## src/rtl/byte_alu_pkg.sv

```systemverilog
package byte_alu_pkg;

   localparam int OP_W  = 5;
   localparam int NFLAG = 6;

   localparam logic [OP_W-1:0] OP_ADD  = 5'd0;
   localparam logic [OP_W-1:0] OP_ADC  = 5'd1;
   localparam logic [OP_W-1:0] OP_SUB  = 5'd2;
   localparam logic [OP_W-1:0] OP_SBC  = 5'd3;
   localparam logic [OP_W-1:0] OP_NEG  = 5'd4;
   localparam logic [OP_W-1:0] OP_AND  = 5'd5;
   localparam logic [OP_W-1:0] OP_OR   = 5'd6;
   localparam logic [OP_W-1:0] OP_EOR  = 5'd7;
   localparam logic [OP_W-1:0] OP_CLRB = 5'd8;
   localparam logic [OP_W-1:0] OP_COM  = 5'd9;
   localparam logic [OP_W-1:0] OP_INC  = 5'd10;
   localparam logic [OP_W-1:0] OP_DEC  = 5'd11;
   localparam logic [OP_W-1:0] OP_TST  = 5'd12;
   localparam logic [OP_W-1:0] OP_ZERO = 5'd13;
   localparam logic [OP_W-1:0] OP_ONES = 5'd14;
   localparam logic [OP_W-1:0] OP_WADD = 5'd15;
   localparam logic [OP_W-1:0] OP_WSUB = 5'd16;
   localparam logic [OP_W-1:0] OP_LAST = OP_WSUB;

   // bit 0 is carry, bit 5 is half carry
   typedef struct packed {
      logic h;
      logic s;
      logic v;
      logic n;
      logic z;
      logic c;
   } alu_flags_t;

   function automatic logic op_defined(input logic [OP_W-1:0] op);
      return op <= OP_LAST;
   endfunction

   function automatic logic op_is_word(input logic [OP_W-1:0] op);
      return (op == OP_WADD) || (op == OP_WSUB);
   endfunction

   function automatic logic op_is_logic(input logic [OP_W-1:0] op);
      return (op == OP_AND) || (op == OP_OR) || (op == OP_EOR) ||
             (op == OP_CLRB) || (op == OP_TST) || (op == OP_ZERO);
   endfunction

   function automatic logic op_uses_adder(input logic [OP_W-1:0] op);
      return (op <= OP_NEG) || (op == OP_INC) || (op == OP_DEC) ||
             op_is_word(op);
   endfunction

endpackage

```

## src/rtl/byte_alu_addsub.sv

```systemverilog
module byte_alu_addsub #(
   parameter int W      = 8,
   parameter bit RIPPLE = 1'b0
) (
   input  logic [W-1:0] a,
   input  logic [W-1:0] b,
   input  logic         sub,
   input  logic         cin,
   output logic [W-1:0] y,
   output logic         cy,
   output logic         hc,
   output logic         ovf
);
   localparam int HB = W / 2;

   logic [W-1:0] bx;
   logic         ci;
   logic         raw_c;
   logic         raw_h;

   // subtraction as a + ~b + ~borrow_in; carries flip to borrows
   assign bx = sub ? ~b : b;
   assign ci = sub ? ~cin : cin;

   generate
      if (RIPPLE) begin : g_ripple
         logic [W:0] ch;
         assign ch[0] = ci;
         for (genvar i = 0; i < W; i++) begin : g_bit
            assign y[i]    = a[i] ^ bx[i] ^ ch[i];
            assign ch[i+1] = (a[i] & bx[i]) | (ch[i] & (a[i] ^ bx[i]));
         end
         assign raw_c = ch[W];
         assign raw_h = ch[HB];
         assign ovf   = ch[W] ^ ch[W-1];
      end else begin : g_split
         logic [HB:0]   lo_sum;
         logic [W-HB:0] hi_sum;
         assign lo_sum = {1'b0, a[HB-1:0]} + {1'b0, bx[HB-1:0]} + {{HB{1'b0}}, ci};
         assign hi_sum = {1'b0, a[W-1:HB]} + {1'b0, bx[W-1:HB]} + {{(W-HB){1'b0}}, lo_sum[HB]};
         assign y      = {hi_sum[W-HB-1:0], lo_sum[HB-1:0]};
         assign raw_c  = hi_sum[W-HB];
         assign raw_h  = lo_sum[HB];
         assign ovf    = (a[W-1] == bx[W-1]) && (y[W-1] != a[W-1]);
      end
   endgenerate

   assign cy = raw_c ^ sub;
   assign hc = raw_h ^ sub;

endmodule

```

## src/rtl/byte_alu_logic.sv

```systemverilog
module byte_alu_logic import byte_alu_pkg::*; #(
   parameter int W = 8
) (
   input  logic [OP_W-1:0] op,
   input  logic [W-1:0]    a,
   input  logic [W-1:0]    b,
   output logic [W-1:0]    y
);
   always_comb begin
      case (op)
         OP_AND:  y = a & b;
         OP_OR:   y = a | b;
         OP_EOR:  y = a ^ b;
         OP_CLRB: y = a & ~b;
         OP_COM:  y = ~a;
         OP_TST:  y = a;
         OP_ZERO: y = '0;
         OP_ONES: y = '1;
         default: y = a;
      endcase
   end
endmodule

```

## src/rtl/byte_alu_flagmerge.sv

```systemverilog
module byte_alu_flagmerge import byte_alu_pkg::*; (
   input  alu_flags_t held,
   input  alu_flags_t fresh,
   input  alu_flags_t upd,
   output alu_flags_t merged
);
   logic [NFLAG-1:0] hv;
   logic [NFLAG-1:0] fv;
   logic [NFLAG-1:0] uv;
   logic [NFLAG-1:0] mv;

   assign hv = held;
   assign fv = fresh;
   assign uv = upd;

   generate
      for (genvar i = 0; i < NFLAG; i++) begin : g_flag
         assign mv[i] = uv[i] ? fv[i] : hv[i];
      end
   endgenerate

   assign merged = mv;
endmodule

```

## src/rtl/byte_alu_core.sv

```systemverilog
module byte_alu_core import byte_alu_pkg::*; #(
   parameter int DATA_W       = 8,
   parameter int IMM_W        = 6,
   parameter bit RIPPLE_ADDER = 1'b0
) (
   input  logic              clk,
   input  logic              rst_n,
   input  logic              op_valid,
   input  logic [OP_W-1:0]   op_sel,
   input  logic [DATA_W-1:0] opd,
   input  logic [DATA_W-1:0] opr,
   input  logic [DATA_W-1:0] opd_hi,
   output logic              busy,
   output logic              done,
   output logic [DATA_W-1:0] res_lo,
   output logic [DATA_W-1:0] res_hi,
   output logic [NFLAG-1:0]  flags
);
   localparam int MSB = DATA_W - 1;
   localparam logic [DATA_W-1:0] ONE = {{(DATA_W-1){1'b0}}, 1'b1};

   generate
      if (DATA_W < 4 || (DATA_W % 2) != 0) begin : g_bad_width
         $error("byte_alu_core: DATA_W must be even and at least 4");
      end
      if (IMM_W < 1 || IMM_W >= DATA_W) begin : g_bad_imm
         $error("byte_alu_core: IMM_W must lie between 1 and DATA_W-1");
      end
   endgenerate

   // state
   logic              phase_hi_q;
   logic              wsub_q;
   logic              wcarry_q;
   logic [DATA_W-1:0] pair_hi_q;
   logic [DATA_W-1:0] lo_part_q;
   logic              done_q;
   logic [DATA_W-1:0] res_lo_q;
   logic [DATA_W-1:0] res_hi_q;
   alu_flags_t        flags_q;

   logic accept;
   logic word_start;
   assign accept     = op_valid && !phase_hi_q && op_defined(op_sel);
   assign word_start = accept && op_is_word(op_sel);

   // adder operand steering
   logic [DATA_W-1:0] add_a;
   logic [DATA_W-1:0] add_b;
   logic              add_sub;
   logic              add_cin;
   logic [DATA_W-1:0] imm_ext;

   assign imm_ext = {{(DATA_W-IMM_W){1'b0}}, opr[IMM_W-1:0]};

   always_comb begin
      add_a   = opd;
      add_b   = opr;
      add_sub = 1'b0;
      add_cin = 1'b0;
      if (phase_hi_q) begin
         add_a   = pair_hi_q;
         add_b   = '0;
         add_sub = wsub_q;
         add_cin = wcarry_q;
      end else begin
         case (op_sel)
            OP_ADC:  add_cin = flags_q.c;
            OP_SUB:  add_sub = 1'b1;
            OP_SBC: begin
               add_sub = 1'b1;
               add_cin = flags_q.c;
            end
            OP_NEG: begin
               add_a   = '0;
               add_b   = opd;
               add_sub = 1'b1;
            end
            OP_INC:  add_b = ONE;
            OP_DEC: begin
               add_b   = ONE;
               add_sub = 1'b1;
            end
            OP_WADD: add_b = imm_ext;
            OP_WSUB: begin
               add_b   = imm_ext;
               add_sub = 1'b1;
            end
            default: ;
         endcase
      end
   end

   logic [DATA_W-1:0] sum;
   logic              sum_cy;
   logic              sum_hc;
   logic              sum_ovf;

   byte_alu_addsub #(
      .W      (DATA_W),
      .RIPPLE (RIPPLE_ADDER)
   ) u_addsub (
      .a   (add_a),
      .b   (add_b),
      .sub (add_sub),
      .cin (add_cin),
      .y   (sum),
      .cy  (sum_cy),
      .hc  (sum_hc),
      .ovf (sum_ovf)
   );

   logic [DATA_W-1:0] lgc_y;

   byte_alu_logic #(
      .W (DATA_W)
   ) u_logic (
      .op (op_sel),
      .a  (opd),
      .b  (opr),
      .y  (lgc_y)
   );

   // result and candidate flags
   logic [DATA_W-1:0] byte_res;
   alu_flags_t        cand;
   alu_flags_t        upd;
   alu_flags_t        merged;

   assign byte_res = (phase_hi_q || op_uses_adder(op_sel)) ? sum : lgc_y;

   always_comb begin
      cand.c = sum_cy;
      cand.h = sum_hc;
      cand.v = sum_ovf;
      cand.n = byte_res[MSB];
      cand.z = (byte_res == '0);
      upd    = '0;
      if (phase_hi_q) begin
         cand.z = (sum == '0) && (lo_part_q == '0);
         upd.c  = 1'b1;
         upd.z  = 1'b1;
         upd.n  = 1'b1;
         upd.v  = 1'b1;
         upd.s  = 1'b1;
      end else if (op_sel <= OP_NEG) begin
         upd = '1;
      end else if (op_sel == OP_COM) begin
         cand.c = 1'b1;
         cand.v = 1'b0;
         upd.c  = 1'b1;
         upd.z  = 1'b1;
         upd.n  = 1'b1;
         upd.v  = 1'b1;
         upd.s  = 1'b1;
      end else if (op_sel == OP_INC || op_sel == OP_DEC) begin
         upd.z = 1'b1;
         upd.n = 1'b1;
         upd.v = 1'b1;
         upd.s = 1'b1;
      end else if (op_is_logic(op_sel)) begin
         cand.v = 1'b0;
         upd.z  = 1'b1;
         upd.n  = 1'b1;
         upd.v  = 1'b1;
         upd.s  = 1'b1;
      end
      cand.s = cand.n ^ cand.v;
   end

   byte_alu_flagmerge u_merge (
      .held   (flags_q),
      .fresh  (cand),
      .upd    (upd),
      .merged (merged)
   );

   always_ff @(posedge clk or negedge rst_n) begin
      if (!rst_n) begin
         phase_hi_q <= 1'b0;
         wsub_q     <= 1'b0;
         wcarry_q   <= 1'b0;
         pair_hi_q  <= '0;
         lo_part_q  <= '0;
         done_q     <= 1'b0;
         res_lo_q   <= '0;
         res_hi_q   <= '0;
         flags_q    <= '0;
      end else begin
         done_q <= 1'b0;
         if (phase_hi_q) begin
            phase_hi_q <= 1'b0;
            res_lo_q   <= lo_part_q;
            res_hi_q   <= sum;
            flags_q    <= merged;
            done_q     <= 1'b1;
         end else if (word_start) begin
            phase_hi_q <= 1'b1;
            wsub_q     <= add_sub;
            wcarry_q   <= sum_cy;
            pair_hi_q  <= opd_hi;
            lo_part_q  <= sum;
         end else if (accept) begin
            res_lo_q <= byte_res;
            res_hi_q <= '0;
            flags_q  <= merged;
            done_q   <= 1'b1;
         end
      end
   end

   assign busy   = phase_hi_q;
   assign done   = done_q;
   assign res_lo = res_lo_q;
   assign res_hi = res_hi_q;
   assign flags  = flags_q;

endmodule

```

## config.mk

```make
export PLATFORM = sky130hd
export DESIGN_NAME = byte_alu_core
export DESIGN_NICKNAME = d
export VERILOG_FILES = /design/src/rtl/byte_alu_pkg.sv /design/src/rtl/byte_alu_addsub.sv /design/src/rtl/byte_alu_logic.sv /design/src/rtl/byte_alu_flagmerge.sv /design/src/rtl/byte_alu_core.sv
export SDC_FILE = /design/constraint.sdc
export NUM_CORES = 1
export LEC_CHECK = 0
export ABC_AREA = 0
export BUFFER_PORTS_ARGS = -buffer_cell sky130_fd_sc_hd__buf_2
export CORE_MARGIN = 2
export CORE_UTILIZATION = 59
export CTS_BUF_LIST = sky130_fd_sc_hd__clkbuf_8
export CTS_CLUSTER_DIAMETER = 40
export DETAILED_ROUTE_END_ITERATION = 10
export PLACE_DENSITY = 0.8
export RECOVER_POWER = 100
export SLEW_MARGIN = 5
export SYNTH_ARGS = -nofsm -noshare
export SYNTH_HDL_FRONTEND = slang
export SYNTH_SLANG_ARGS = --single-unit
export TNS_END_PERCENT = 1
```

## constraint.sdc

```tcl
create_clock -name clk -period 4.95 [get_ports clk]
set_input_delay 0.99 -clock clk [delete_from_list [all_inputs] [get_ports clk]]
set_output_delay 0.99 -clock clk [all_outputs]
set_load 0.01 [all_outputs]
```

After elaboration in Yosys (flattened, before gate mapping)
Index checks and enable logic that the tools add are counted.
{"block": "word_totals", "ff_bits": 42, "in_bits": 32, "out_inout_bits": 24, "elab_cells": 127}
{"block": "classes", "add_sub_neg": 4, "magnitude_cmp": 2, "n_eq_ne": 19, "muxes": 49, "bitwise_logic": 12, "n_reduce_logical": 27}
{"cell": "two-way mux 8 bit", "count": 11}
{"cell": "case mux 8 bit (7 select lines)", "count": 1}
{"cell": "== test 5 x 4 -> 1 bit, second input constant", "count": 8}
{"cell": "two-way mux 1 bit", "count": 28}
{"cell": "zero test 8 bit", "count": 3}
{"cell": "inverter 8 bit", "count": 3}
{"cell": "case mux 8 bit (3 select lines)", "count": 1}
{"cell": "== test 5 x 3 -> 1 bit, second input constant", "count": 4}
{"cell": "two-way mux 6 bit", "count": 3}
{"cell": "bitwise AND 8 bit", "count": 2}
{"cell": "two-way mux 4 bit", "count": 3}
{"cell": "logical OR 1 bit", "count": 11}
{"cell": "adder 4 x 4 -> 5 bit", "count": 2}
{"cell": "adder 5 x 1 -> 5 bit", "count": 2}
{"cell": "== test 5 x 2 -> 1 bit, second input constant", "count": 2}
{"cell": "two-way mux 5 bit", "count": 2}
{"cell": "OR 8 bit", "count": 1}
{"cell": "bitwise XOR 8 bit", "count": 1}
{"cell": "OR reduction 2 bit", "count": 3}
{"cell": "== test 5 x 1 -> 1 bit, second input constant", "count": 1}
{"cell": "== test 5 bit, second input constant", "count": 1}
{"cell": "less-or-equal comparator 5 x 3 -> 1 bit, second input constant", "count": 1}
{"cell": "less-or-equal comparator 5 bit, second input constant", "count": 1}
{"cell": "logical AND 1 bit", "count": 5}
{"cell": "other kinds (9)", "count": 13}

Logic depth before layout (Yosys ltp)
Gate-level depths: netlist (run 1).
{"block": "depth", "ltp_word": 21, "ltp_mapped": 23, "depth_no_buf": 22}

Cells and area by module
Synthesis (run 1) repeated with hierarchy kept, for this count alone.
{"block": "hier_totals", "cells_unflattened": 382, "hier_area_um2": 3540.9}
{"mod": "byte_alu_core", "n_inst": 1, "cells_each": 229, "area_per_inst_um2": 2333.5, "seq_area_each_um2": 1051.0}
{"mod": "byte_alu_logic", "n_inst": 1, "cells_each": 99, "area_per_inst_um2": 698.2, "seq_area_each_um2": 0.0}
{"mod": "byte_alu_addsub", "n_inst": 1, "cells_each": 48, "area_per_inst_um2": 419.2, "seq_area_each_um2": 0.0}
{"mod": "byte_alu_flagmerge", "n_inst": 1, "cells_each": 6, "area_per_inst_um2": 90.1, "seq_area_each_um2": 0.0}

Least setup slack after synthesis (run 1)
No wires, ideal clock.
{"block": "synth_path", "kind": "input to register", "from": "input op_sel[0]", "to": "register flags_q, in the netlist flags[1]", "t_arrival_ns": 4.602, "setup_slack_ns": 0.225, "cell_stages": 22, "path_buffers": 1, "path_cell_list": "nand2b_1 -> buf_6 -> mux2_2 -> a2bb2oi_1 -> o21ai_4 -> and2_4 -> xor2_1 -> fa_1 -> inv_1 -> fa_1 -> a21o_1 -> a21o_1 -> fa_1 -> inv_1 -> fa_1 -> nor3b_1 -> nand2_1 -> nor3_1 -> nand4_1 -> nor3_1 -> a21oi_1 -> o21ai_1"}
{"block": "synth_via", "elab_chain_len": 16, "word_cells_on_any_way": 69}
{"item": "start, declared", "line_no": "byte_alu_core.sv:9", "text": "input logic [OP_W-1:0] op_sel,"}
{"item": "== test 5 x 4 -> 1 bit, or another cell as far along", "line_no": "byte_alu_pkg.sv:40, byte_alu_core.sv:67"}
{"item": "OR reduction 2 bit (no line)"}
{"item": "case mux 8 bit (3 select lines)", "line_no": "byte_alu_core.sv:67", "text": "case (op_sel)"}
{"item": "two-way mux 8 bit", "line_no": "byte_alu_core.sv:61", "text": "if (phase_hi_q) begin"}
{"item": "inverter 8 bit", "line_no": "byte_alu_addsub.sv:22", "text": "assign bx = sub ? ~b : b;"}
{"item": "two-way mux 8 bit", "line_no": "byte_alu_addsub.sv:22"}
{"item": "adder 4 x 4 -> 5 bit", "line_no": "byte_alu_addsub.sv:39", "text": "assign lo_sum = {1'b0, a[HB-1:0]} + {1'b0, bx[HB-1:0]} + {{HB{1'b0}}, ci};"}
{"item": "adder 5 x 1 -> 5 bit", "line_no": "byte_alu_addsub.sv:39"}
{"item": "adder 5 x 1 -> 5 bit", "line_no": "byte_alu_addsub.sv:40", "text": "assign hi_sum = {1'b0, a[W-1:HB]} + {1'b0, bx[W-1:HB]} + {{(W-HB){1'b0}}, lo_sum[HB]};"}
{"item": "two-way mux 8 bit / zero test 8 bit (equally long branches)", "line_no": "byte_alu_core.sv:130, byte_alu_core.sv:140"}
{"item": "zero test 8 bit / logical AND 1 bit (equally long branches)", "line_no": "byte_alu_core.sv:137, byte_alu_core.sv:140"}
{"item": "two-way mux 1 bit", "line_no": "byte_alu_core.sv:139", "text": "if (phase_hi_q) begin"}
{"item": "two-way mux 1 bit", "line_no": "byte_alu_flagmerge.sv:18", "text": "assign mv[i] = uv[i] ? fv[i] : hv[i];"}
{"item": "two-way mux 6 bit", "line_no": "byte_alu_core.sv:203", "text": "end else if (accept) begin"}
{"item": "two-way mux 6 bit", "line_no": "byte_alu_core.sv:197", "text": "end else if (word_start) begin"}
{"item": "two-way mux 6 bit", "line_no": "byte_alu_core.sv:191", "text": "if (phase_hi_q) begin"}
{"item": "end signal, assigned", "line_no": "byte_alu_core.sv:195", "text": "flags_q <= merged;"}
{"item": "end signal, assigned", "line_no": "byte_alu_core.sv:206", "text": "flags_q <= merged;"}
{"item": "end, declared", "line_no": "byte_alu_core.sv:40", "text": "alu_flags_t flags_q;"}
Parallel ways exist; a longest one is shown, timed or not. The select of a mux whose other input is x is not followed.
A chain may end at the register's enable or synchronous reset.

Worst setup path after layout (run 1)
{"block": "layout_path", "from": "input op_sel[2]", "to": "register flags_q, in the netlist flags[1]"}
The elaborated chain is that of the path after synthesis.

==> results.txt, run 1 <==
The flow ran to the end, but the final reports show violations. The final reports fail on max-capacitance violations, max-slew violations. The die is 79.3 µm wide. The vias after detailed routing came out at 3183. VDD sags by at most 0.000235 V. The wire length of the first global-routing pass is 14800 µm. The growth of design area from synthesis to finish came out at 13.0%.

The synthesized instance count is 380. The placed wire-length estimate after detailed placement is 6940 µm. The mux share of post-synthesis cell area is 9.25%. The total design power is 1.13 mW. The endpoint arrival time on the critical path came out at 4890 ps. The critical path class is input pin to register. The latest clock arrival within the worst-skew pair came out at 290 ps. STA classifies the critical path startpoint as an input pin. The detailed-route wire length per cell came out at 17.8 µm. The global-route congestion overflow total is 0. The tool flagged a number of max-cap violations equal to 2.

The proportion of layout cells with a drive suffix above 1 is 21.8%. For this run, asynchronously set or reset flops after synthesis account for 100%. The final antenna-violating net count came out at 0.

The number of antenna violations at the first check in global routing is 0. The total of fill cells in the finished design came out at 471. The fraction of the mapped netlist area in compound gates is 25.6%. The area of the core region is 5470 µm². The number of buffers created by CTS came out at 5.

The post-synthesis share of cell area spent on full adders, half adders and majority gates came out at 7.64%. The final layout net count came out at 486. The dominant synthesized flop cell is sky130_fd_sc_hd__dfrtp_1. The number of clock sinks seen by CTS is 42. The largest net degree at the start of global routing came out at 51. STA puts the critical path data required time at 5120 ps.

For this block, the initial DRC count from the detailed router was 282. The final critical path time including I/O delays and setup came out at 4710 ps. The tree is rooted in a sky130_fd_sc_hd__clkbuf_8. The number of input and output port buffers inserted came out at 55. For the pin with the worst max-slew slack, the measured transition is 2210 ps. The initial core utilization is 61.1%. The count of cells in the finished layout, fillers not included, comes to 508.

Counting flops and latches in the post-synthesis netlist gives 42. The post-route standard cell area excluding fillers is 3780 µm². The cell count after placement came out at 501. The number of inserted diodes came out at 0. The worst clock skew on the final layout came out at 3.57 ps. The setup violation total in the final timing report came out at 0.

The total wirelength of the detailed-routed design is 9050 µm. The fraction of the yosys area taken by sequential cells is 31.4%. Summed over all cells, the static leakage comes to 1.66 nW. The congestion estimate from routability-driven global placement came to 0.990. Setup repair after global routing could not meet its margin everywhere. The count of cell types in the netlist is 61.

The worst setup path is captured at a register. The setup TNS is 0 ps. The pre-antenna-repair detailed-routing pass consisted of 5 iterations.

The number of enable flip-flop cells after synthesis is 0. The number of ports placed on the die boundary is 56. TritonCTS built the clock tree. The clock passes through at most 2 buffers.

For this run, the total global-route usage over all layers was measured as 30.3%. The kind of path behind the tightest hold check is register to register. The power per cell area came out at 300 nW/µm².

The number of global-route vias before repair is 3041. The number of levels the H-tree was split into came out at 2. Headroom to the max-slew limit came out at -47.2%.

The XOR/XNOR share of the synthesized area is 2.36%. The total count of max-transition violations in the final report came to 63. The worst-path maximum fanout came out at 10. The cell area after placement came out at 3720 µm². The number of cells traversed by the worst hold path came out at 2. The worst hold margin came out at 490 ps.

Dividing the detail-routed via count by the number of cells gives 6.27. The post-synthesis instance area is 3340 µm². The final hold violation count came out at 0. The fmax came out at 0.212 GHz. The die is 79.3 µm tall.

The number of nets handed over by synthesis was 430. The count of standard-cell rows came out at 27. The main combinational cell family by area after synthesis is compound AO/OA/AOI/OAI gates. The basic-gate share of the synthesized area counting and, or, nand and nor cells came out at 17.1%.

The final critical path takes up 95.3% of the cycle. The register clock-pin slew on the reported worst setup and hold paths came out at 80 ps. The count of yosys warnings during synthesis came out at 0. The depth of the most critical reg-to-reg path is 19.

The number of DRC violations after detailed routing came out at 0. The floorplan step defined a die boundary enclosing 6280 µm². The average cell area after synthesis came out at 8.79 µm².
## layout make-up
class                           instances  area, µm²  area share (%)
Timing Repair Buffer                   73        380            10.1
Multi-Input combinational cell        288       2080            55.0
Tap cell                               72       90.1            2.39
Sequential cell                        42       1050            27.9
Inverter                               26       97.6            2.58
Clock inverter                          2       10.0           0.265
Clock buffer                            5       68.8            1.82
## power by group
part	internal [mW]	leakage [nW]	switching, mW
Combinational	0.188	1.09	0.245
Sequential	0.433	0.530	0.0577
Clock	0.0948	0.0438	0.114
## worst max-delay path: stages
cell	delay, ps
sky130_fd_sc_hd__buf_2	170
sky130_fd_sc_hd__nand2b_1	110
sky130_fd_sc_hd__mux2_2	270
sky130_fd_sc_hd__a2bb2oi_1	150
sky130_fd_sc_hd__o21ai_4	180
sky130_fd_sc_hd__and2_4	190
sky130_fd_sc_hd__xor2_1	170
sky130_fd_sc_hd__fa_1	190
sky130_fd_sc_hd__inv_1	60
sky130_fd_sc_hd__fa_1	390
sky130_fd_sc_hd__a21o_1	170
sky130_fd_sc_hd__a21o_1	210
sky130_fd_sc_hd__fa_1	400
sky130_fd_sc_hd__inv_1	80
sky130_fd_sc_hd__fa_1	460
sky130_fd_sc_hd__nor3b_2	180
sky130_fd_sc_hd__nand2_1	60
sky130_fd_sc_hd__nor3_1	40
sky130_fd_sc_hd__nand4_1	140
sky130_fd_sc_hd__nor3_2	50
sky130_fd_sc_hd__a21oi_1	150
sky130_fd_sc_hd__o21ai_1	80
## cells in the mapped netlist (3+ instances only)
cell                        number  area [µm²]
sky130_fd_sc_hd__buf_2           7        35.0
sky130_fd_sc_hd__o21ai_1         6        30.0
sky130_fd_sc_hd__nand2b_1        5        31.3
sky130_fd_sc_hd__nand4_1         4        25.0
sky130_fd_sc_hd__nor3b_1         7        52.6
sky130_fd_sc_hd__a2bb2oi_1       4        35.0
sky130_fd_sc_hd__ha_1           14         175
sky130_fd_sc_hd__inv_1          25        93.8
sky130_fd_sc_hd__nand3_1         5        25.0
sky130_fd_sc_hd__o21a_1          3        22.5
sky130_fd_sc_hd__fa_1            4        80.1
sky130_fd_sc_hd__nor2_1         12        45.0
sky130_fd_sc_hd__mux2i_1         5        50.1
sky130_fd_sc_hd__a31oi_1         3        18.8
sky130_fd_sc_hd__o21ai_0        30         150
sky130_fd_sc_hd__nor2b_1         6        37.5
sky130_fd_sc_hd__o211ai_1       14         105
sky130_fd_sc_hd__a21oi_1        20         100
sky130_fd_sc_hd__nor3_1          9        45.0
sky130_fd_sc_hd__a211oi_1        3        22.5
sky130_fd_sc_hd__dfrtp_1        42        1050
sky130_fd_sc_hd__mux2_2         23         259
sky130_fd_sc_hd__a221oi_1        4        35.0
sky130_fd_sc_hd__o31ai_1         5        37.5
sky130_fd_sc_hd__xor2_1          5        43.8
sky130_fd_sc_hd__nand2_1        45         169
sky130_fd_sc_hd__xnor2_1         4        35.0
sky130_fd_sc_hd__a22oi_1         8        60.1
sky130_fd_sc_hd__clkbuf_1       10        37.5
sky130_fd_sc_hd__a21o_1          5        37.5
sky130_fd_sc_hd__buf_4           4        30.0
## routing by layer
layer | wire length [µm] | vias up | global-route usage (%)
li1 | - | 1500 | -
met1 | 3930 | 1537 | 42.1
met2 | 4280 | 127 | 48.4
met3 | 629 | 19 | 5.68
met4 | 209 | 0 | 8.28
met5 | 0 | - | 0
## through the flow
| step | setup WS (ps) | utilization, % |
|---|---|---|
| 2_1_floorplan | 225 | - |
| 3_3_place_gp | 72.8 | 68.0 |
| 3_5_place_dp | -42.7 | 68.0 |
| 4_1_cts | 237 | 69.5 |
| 5_1_grt | -21.9 | 69.0 |
| 6_report | 235 | 69.0 |
## kinds of logic (layout without fill, tap and decap cells)
| kind of cell | after synthesis | in the layout |
|---|---|---|
| fa+ha+maj | 18 | 18 |
| xor+xnor | 9 | 9 |
| flops | 42 | 42 |
| compound gates | 124 | 124 |
| simple gates | 109 | 109 |
| mux | 28 | 28 |
| buf+inv | 50 | 106 |
## path summary, 6_finish.rpt
| check | to | start | slack, ps |
|---|---|---|---|
| max in group asynchronous | busy | rst_n | 2180 |
| setup reg to reg | flags[1] | busy | 810 |
| min in group asynchronous | res_lo[7] | rst_n | 1340 |
| hold / removal | flags[4] | flags[4] | 490 |
| hold reg to reg | flags[4] | flags[4] | 490 |
| setup / recovery | flags[1] | op_sel[2] | 240 |
## state kept, by name, summed over array words and instances, names as in the netlist
register,count
done,1
res_hi,8
flags,6
wcarry_q,1
wsub_q,1
res_lo,8
busy,1
pair_hi_q,8
lo_part_q,8
## cells in the final DEF (no fill, tap or decap), types with 5 or more instances in the layout
cell type and n:
sky130_fd_sc_hd__mux2i_1 5, sky130_fd_sc_hd__nand2b_1 5, sky130_fd_sc_hd__o31ai_1 5, sky130_fd_sc_hd__clkbuf_8 5
sky130_fd_sc_hd__buf_4 18, sky130_fd_sc_hd__nor2_1 12, sky130_fd_sc_hd__a21oi_1 21, sky130_fd_sc_hd__o211ai_1 14
sky130_fd_sc_hd__nand2_1 45, sky130_fd_sc_hd__buf_2 31, sky130_fd_sc_hd__a21o_1 5, sky130_fd_sc_hd__a22oi_1 8
sky130_fd_sc_hd__clkbuf_1 24, sky130_fd_sc_hd__nor3_1 8, sky130_fd_sc_hd__mux2_2 23, sky130_fd_sc_hd__ha_1 14
sky130_fd_sc_hd__nor2b_1 6, sky130_fd_sc_hd__inv_1 25, sky130_fd_sc_hd__nor3b_1 6, sky130_fd_sc_hd__nand3_1 5
sky130_fd_sc_hd__dfrtp_1 41, sky130_fd_sc_hd__xor2_1 5, sky130_fd_sc_hd__o21ai_0 32
## what timing repair did
action	in CTS	in global routing
hold buffers	0	0
buffers inserted	0	0
hold endpoints to repair	0	0
setup endpoints to repair	0	2
gates resized for setup	0	3
Power figures use the tool's default switching activity.
==> run 2: changes to the inputs <==
--- a/config.mk
+++ b/config.mk
@@ -17,5 +17,6 @@
 export SLEW_MARGIN = 5
 export SYNTH_ARGS = -nofsm -noshare
 export SYNTH_HDL_FRONTEND = slang
+export SYNTH_HIERARCHICAL = 1
 export SYNTH_SLANG_ARGS = --single-unit
 export TNS_END_PERCENT = 1
==> run 2 against run 1 <==
- the flow still finishes with violations (max-capacitance violations, max-slew violations)
- worst hold slack improved by 30 ps
- worst setup slack worse by 120 ps
- core utilization rose by 2.2 points
- register-to-register slack got worse by 230 ps
- clock skew barely moved
- critical path type unchanged
- largest power group is now combinational logic
==> results.txt, run 2 <==
The library cell used most frequently in the layout, excluding fill and tap cells, is sky130_fd_sc_hd__dfrtp_1. The total overflow left after global routing is 0. In this run the count of I/O pins placed on the die edge is 56. The detailed-route wire length per cell is 17.8 µm. The count of standard-cell rows came out at 28. The synthesis-stage register bit count came out at 42. The number of DRC violations after detailed routing is 0. The initial core utilization came out at 60.5%. Entering global routing, the biggest net connects 43 pins.

The fmax is 0.207 GHz. The number of global-route vias before repair came out at 3235. The most used flip-flop cell after synthesis is sky130_fd_sc_hd__dfrtp_1. Combinational cells account for 44.4% of the total power. Of all cell types, the one taking the most synthesized area is sky130_fd_sc_hd__dfrtp_1. The final hold violation count was 0. The vias after detailed routing is 3265. The global-route usage over all layers came out at 29.8%. The count of yosys warnings during synthesis is 6.

Signal routing reaches up to met4. The static leakage is 2.01 nW. The die boundary height came out at 81.5 µm. The top cell types in the final layout, fill and taps aside, are sky130_fd_sc_hd__dfrtp_1, sky130_fd_sc_hd__inv_1, sky130_fd_sc_hd__nand2_1. The H-tree generated during clock tree synthesis spans 2 levels. The synthesized instance count came out at 382. Fill cells in the final layout number 456. The total of max-cap violations is 1.

The final antenna-violating net count is 0. Counting flops with an async set or reset pin after synthesis yields a share of 100%. The synthesized design contains 0 enable-type register cells.

The worst-margin pin slew came out at 2230 ps. Summed over all nets, wire length on met3 after detailed routing comes to 571 µm. Setup violations remaining at the end of the flow were counted as 0. The setup TNS came out at 0 ps.

The worst-case headroom to the max-slew limit is -48.8%. The final reports fail on max-capacitance violations, max-slew violations. The deepest clock path buffer count is 2. The number of different library cells used by synthesis comes to 64. Power comes to 1.31 mW. The critical path class is input pin to register. By count the netlist is led by sky130_fd_sc_hd__dfrtp_1, sky130_fd_sc_hd__inv_1, sky130_fd_sc_hd__nand2_1.

The clock network fraction of design power is 16.1%. For this run, the detailed router's first-pass iteration total came to 5. The met1 wire length came out at 3930 µm.

The share of total power dissipated in sequential elements is 39.5%. The average cell area after synthesis came out at 9.27 µm². The starting DRC count in detailed routing came out at 207.

The worst-case vdd ir drop came out at 0.000172 V. The later pin in the worst-skew pair is clocked with a latency of 290 ps. The total internal power came out at 0.824 mW. The endpoint arrival time on the critical path is 5020 ps. For the final database, setup skew stands at 3.25 ps. The total count of max-transition violations in the final report came out at 43. The power per cell area is 314 nW/µm². The number of input and output port buffers inserted came out at 55. Summing the sequential cell areas from Yosys gives 29.7% of the chip area.

The number of inserted diodes is 0. The number of clock sinks seen by CTS came out at 42. The switching share of total power is 37.0%. The HPWL after detailed placement is 7200 µm. The die outline width is 81.5 µm. The number of antenna violations at the first check in global routing came to 0. The placed instances occupy a cell area of 4030 µm². The required time of the critical path came out at 5130 ps.

The post-synthesis instance area is 3540 µm². The final layout net count is 505. The final worst-path cycle share came out at 97.8%. The worst-path maximum fanout came out at 5. The worst setup path is captured at a register. The fraction of synthesized cell area taken by the top area cell type came out at 29.7%. The register clock-pin slew on the reported worst setup and hold paths came out at 80 ps.

The post-detailed-route via-to-cell ratio is 6.16. The congestion estimate from routability-driven global placement came to 0.893. The most common cell in the synthesized netlist is sky130_fd_sc_hd__dfrtp_1.

In this run the power spent charging and discharging nets is 0.484 mW. When the netlist entered floorplanning its net count stood at 432. The proportion of layout cells with a drive suffix above 1 came out at 28.8%. The worst hold path belongs to the class register to register. The total wirelength of the detailed-routed design came out at 9450 µm.

The die covers 6640 µm². The startpoint type of the worst setup path is an input pin. After synthesis, the cell types taking the most area are sky130_fd_sc_hd__dfrtp_1, sky130_fd_sc_hd__mux2_4, sky130_fd_sc_hd__ha_1.

The run finished, with violations left. The core region is 5850 µm². The routed length on met2 came out at 4740 µm. For the finished layout, the period the worst path requires is 4840 ps. The area growth from synthesis to layout is 17.7%. The number of buffers created by CTS came out at 5. The cell sitting at the root of the clock tree is a sky130_fd_sc_hd__clkbuf_8.

The CTS tree is built. The wire length of the first global-routing pass came out at 15300 µm. The finished cells cover 4170 µm².
==> run 2: cell types whose count changed after synthesis, moves of 7 or more <==
cell | previous run | this run
sky130_fd_sc_hd__o21ai_0 | 30 | 15
sky130_fd_sc_hd__mux2_4 | 0 | 16
sky130_fd_sc_hd__a21oi_1 | 20 | 27
sky130_fd_sc_hd__inv_1 | 25 | 39
sky130_fd_sc_hd__a22o_1 | 0 | 14
sky130_fd_sc_hd__nand2_1 | 45 | 31
sky130_fd_sc_hd__o211ai_1 | 14 | 1
sky130_fd_sc_hd__mux2_2 | 23 | 15
==> run 2: area by class of cell <==
type	count	area, µm²	area share [%]
clock inverters	2	10.0	0.240
multi-input cells	278	2280	54.7
repair buffers	87	505	12.1
inverters	41	159	3.81
flip-flops and latches	42	1050	25.2
well taps	75	93.8	2.25
clock buffers	5	68.8	1.65
==> run 2: kinds of logic after synthesis <==
logic type	count (synthesis)	synth area share, %
AOI/OAI and AO/OA	109	22.6
and+or+nand+nor	96	14.4
buffers and inverters	62	8.37
DFF	42	29.7
muxes	39	13.8
adders and majority gates	18	7.21
xor gates and xnor gates	16	3.96
==> run 2: routing by layer <==
layer | vias up | GRT usage, %
met1 | 1599 | 37.7
met5 | - | 0
met2 | 121 | 52.2
met4 | 0 | 10.5
li1 | 1525 | -
met3 | 20 | 3.63
==> run 2: power groups by stage <==
stage / logic [mW] / registers (mW) / clock network, mW
detailed placement: 0.564 / 0.520 / 0
floorplan: 0.359 / 0.519 / 0
global placement: 0.539 / 0.511 / 0
global route: 0.635 / 0.527 / 0.230
finish: 0.581 / 0.516 / 0.211
CTS: 0.567 / 0.513 / 0.213
==> run 2: critical path: stages <==
cell                        delay [ps]
sky130_fd_sc_hd__buf_6             110
sky130_fd_sc_hd__nor3_4            280
sky130_fd_sc_hd__a21oi_2            80
sky130_fd_sc_hd__o21a_1            240
sky130_fd_sc_hd__a21oi_4           210
sky130_fd_sc_hd__xnor2_2           100
sky130_fd_sc_hd__fa_2              410
sky130_fd_sc_hd__fa_2              370
sky130_fd_sc_hd__nand2b_4          150
sky130_fd_sc_hd__o2bb2ai_4         140
sky130_fd_sc_hd__fa_2              420
sky130_fd_sc_hd__inv_2              80
sky130_fd_sc_hd__fa_2              220
sky130_fd_sc_hd__xor2_2            160
sky130_fd_sc_hd__nor4_1             80
sky130_fd_sc_hd__nand2_1           110
sky130_fd_sc_hd__nor2_1             70
sky130_fd_sc_hd__a211o_1           270
sky130_fd_sc_hd__mux2_4            250
sky130_fd_sc_hd__mux2_4            270
==> run 2: worst paths after layout <==
path | from | end | slack, ps | depth (start not counted)
setup / recovery | op_sel[3] | flags[1] | 110 | 20
hold / removal | pair_hi_q[4] | pair_hi_q[4] | 520 | 1
setup reg to reg | busy | flags[1] | 580 | 18
hold reg to reg | pair_hi_q[4] | pair_hi_q[4] | 520 | 1
max in group asynchronous | rst_n | flags[2] | 2330 | 1
min in group asynchronous | rst_n | res_lo[4] | 1350 | 1
==> run 2: metrics by stage <==
step	std cells	hold WS (ps)	util (%)	worst slack, ps
2_1_floorplan	382	481	-	-224
3_3_place_gp	520	493	68.8	-10.9
3_5_place_dp	520	501	68.8	-139
4_1_cts	527	518	70.2	162
5_1_grt	530	538	71.2	-63.5
6_report	530	520	71.2	111
==> run 2: repair_timing <==
| action | 4_1_cts | 5_1_grt |
|---|---|---|
| setup buffers | 0 | 3 |
| hold buffers | 0 | 0 |
| resized for setup | 0 | 18 |
| endpoints found under the setup margin | 0 | 1 |
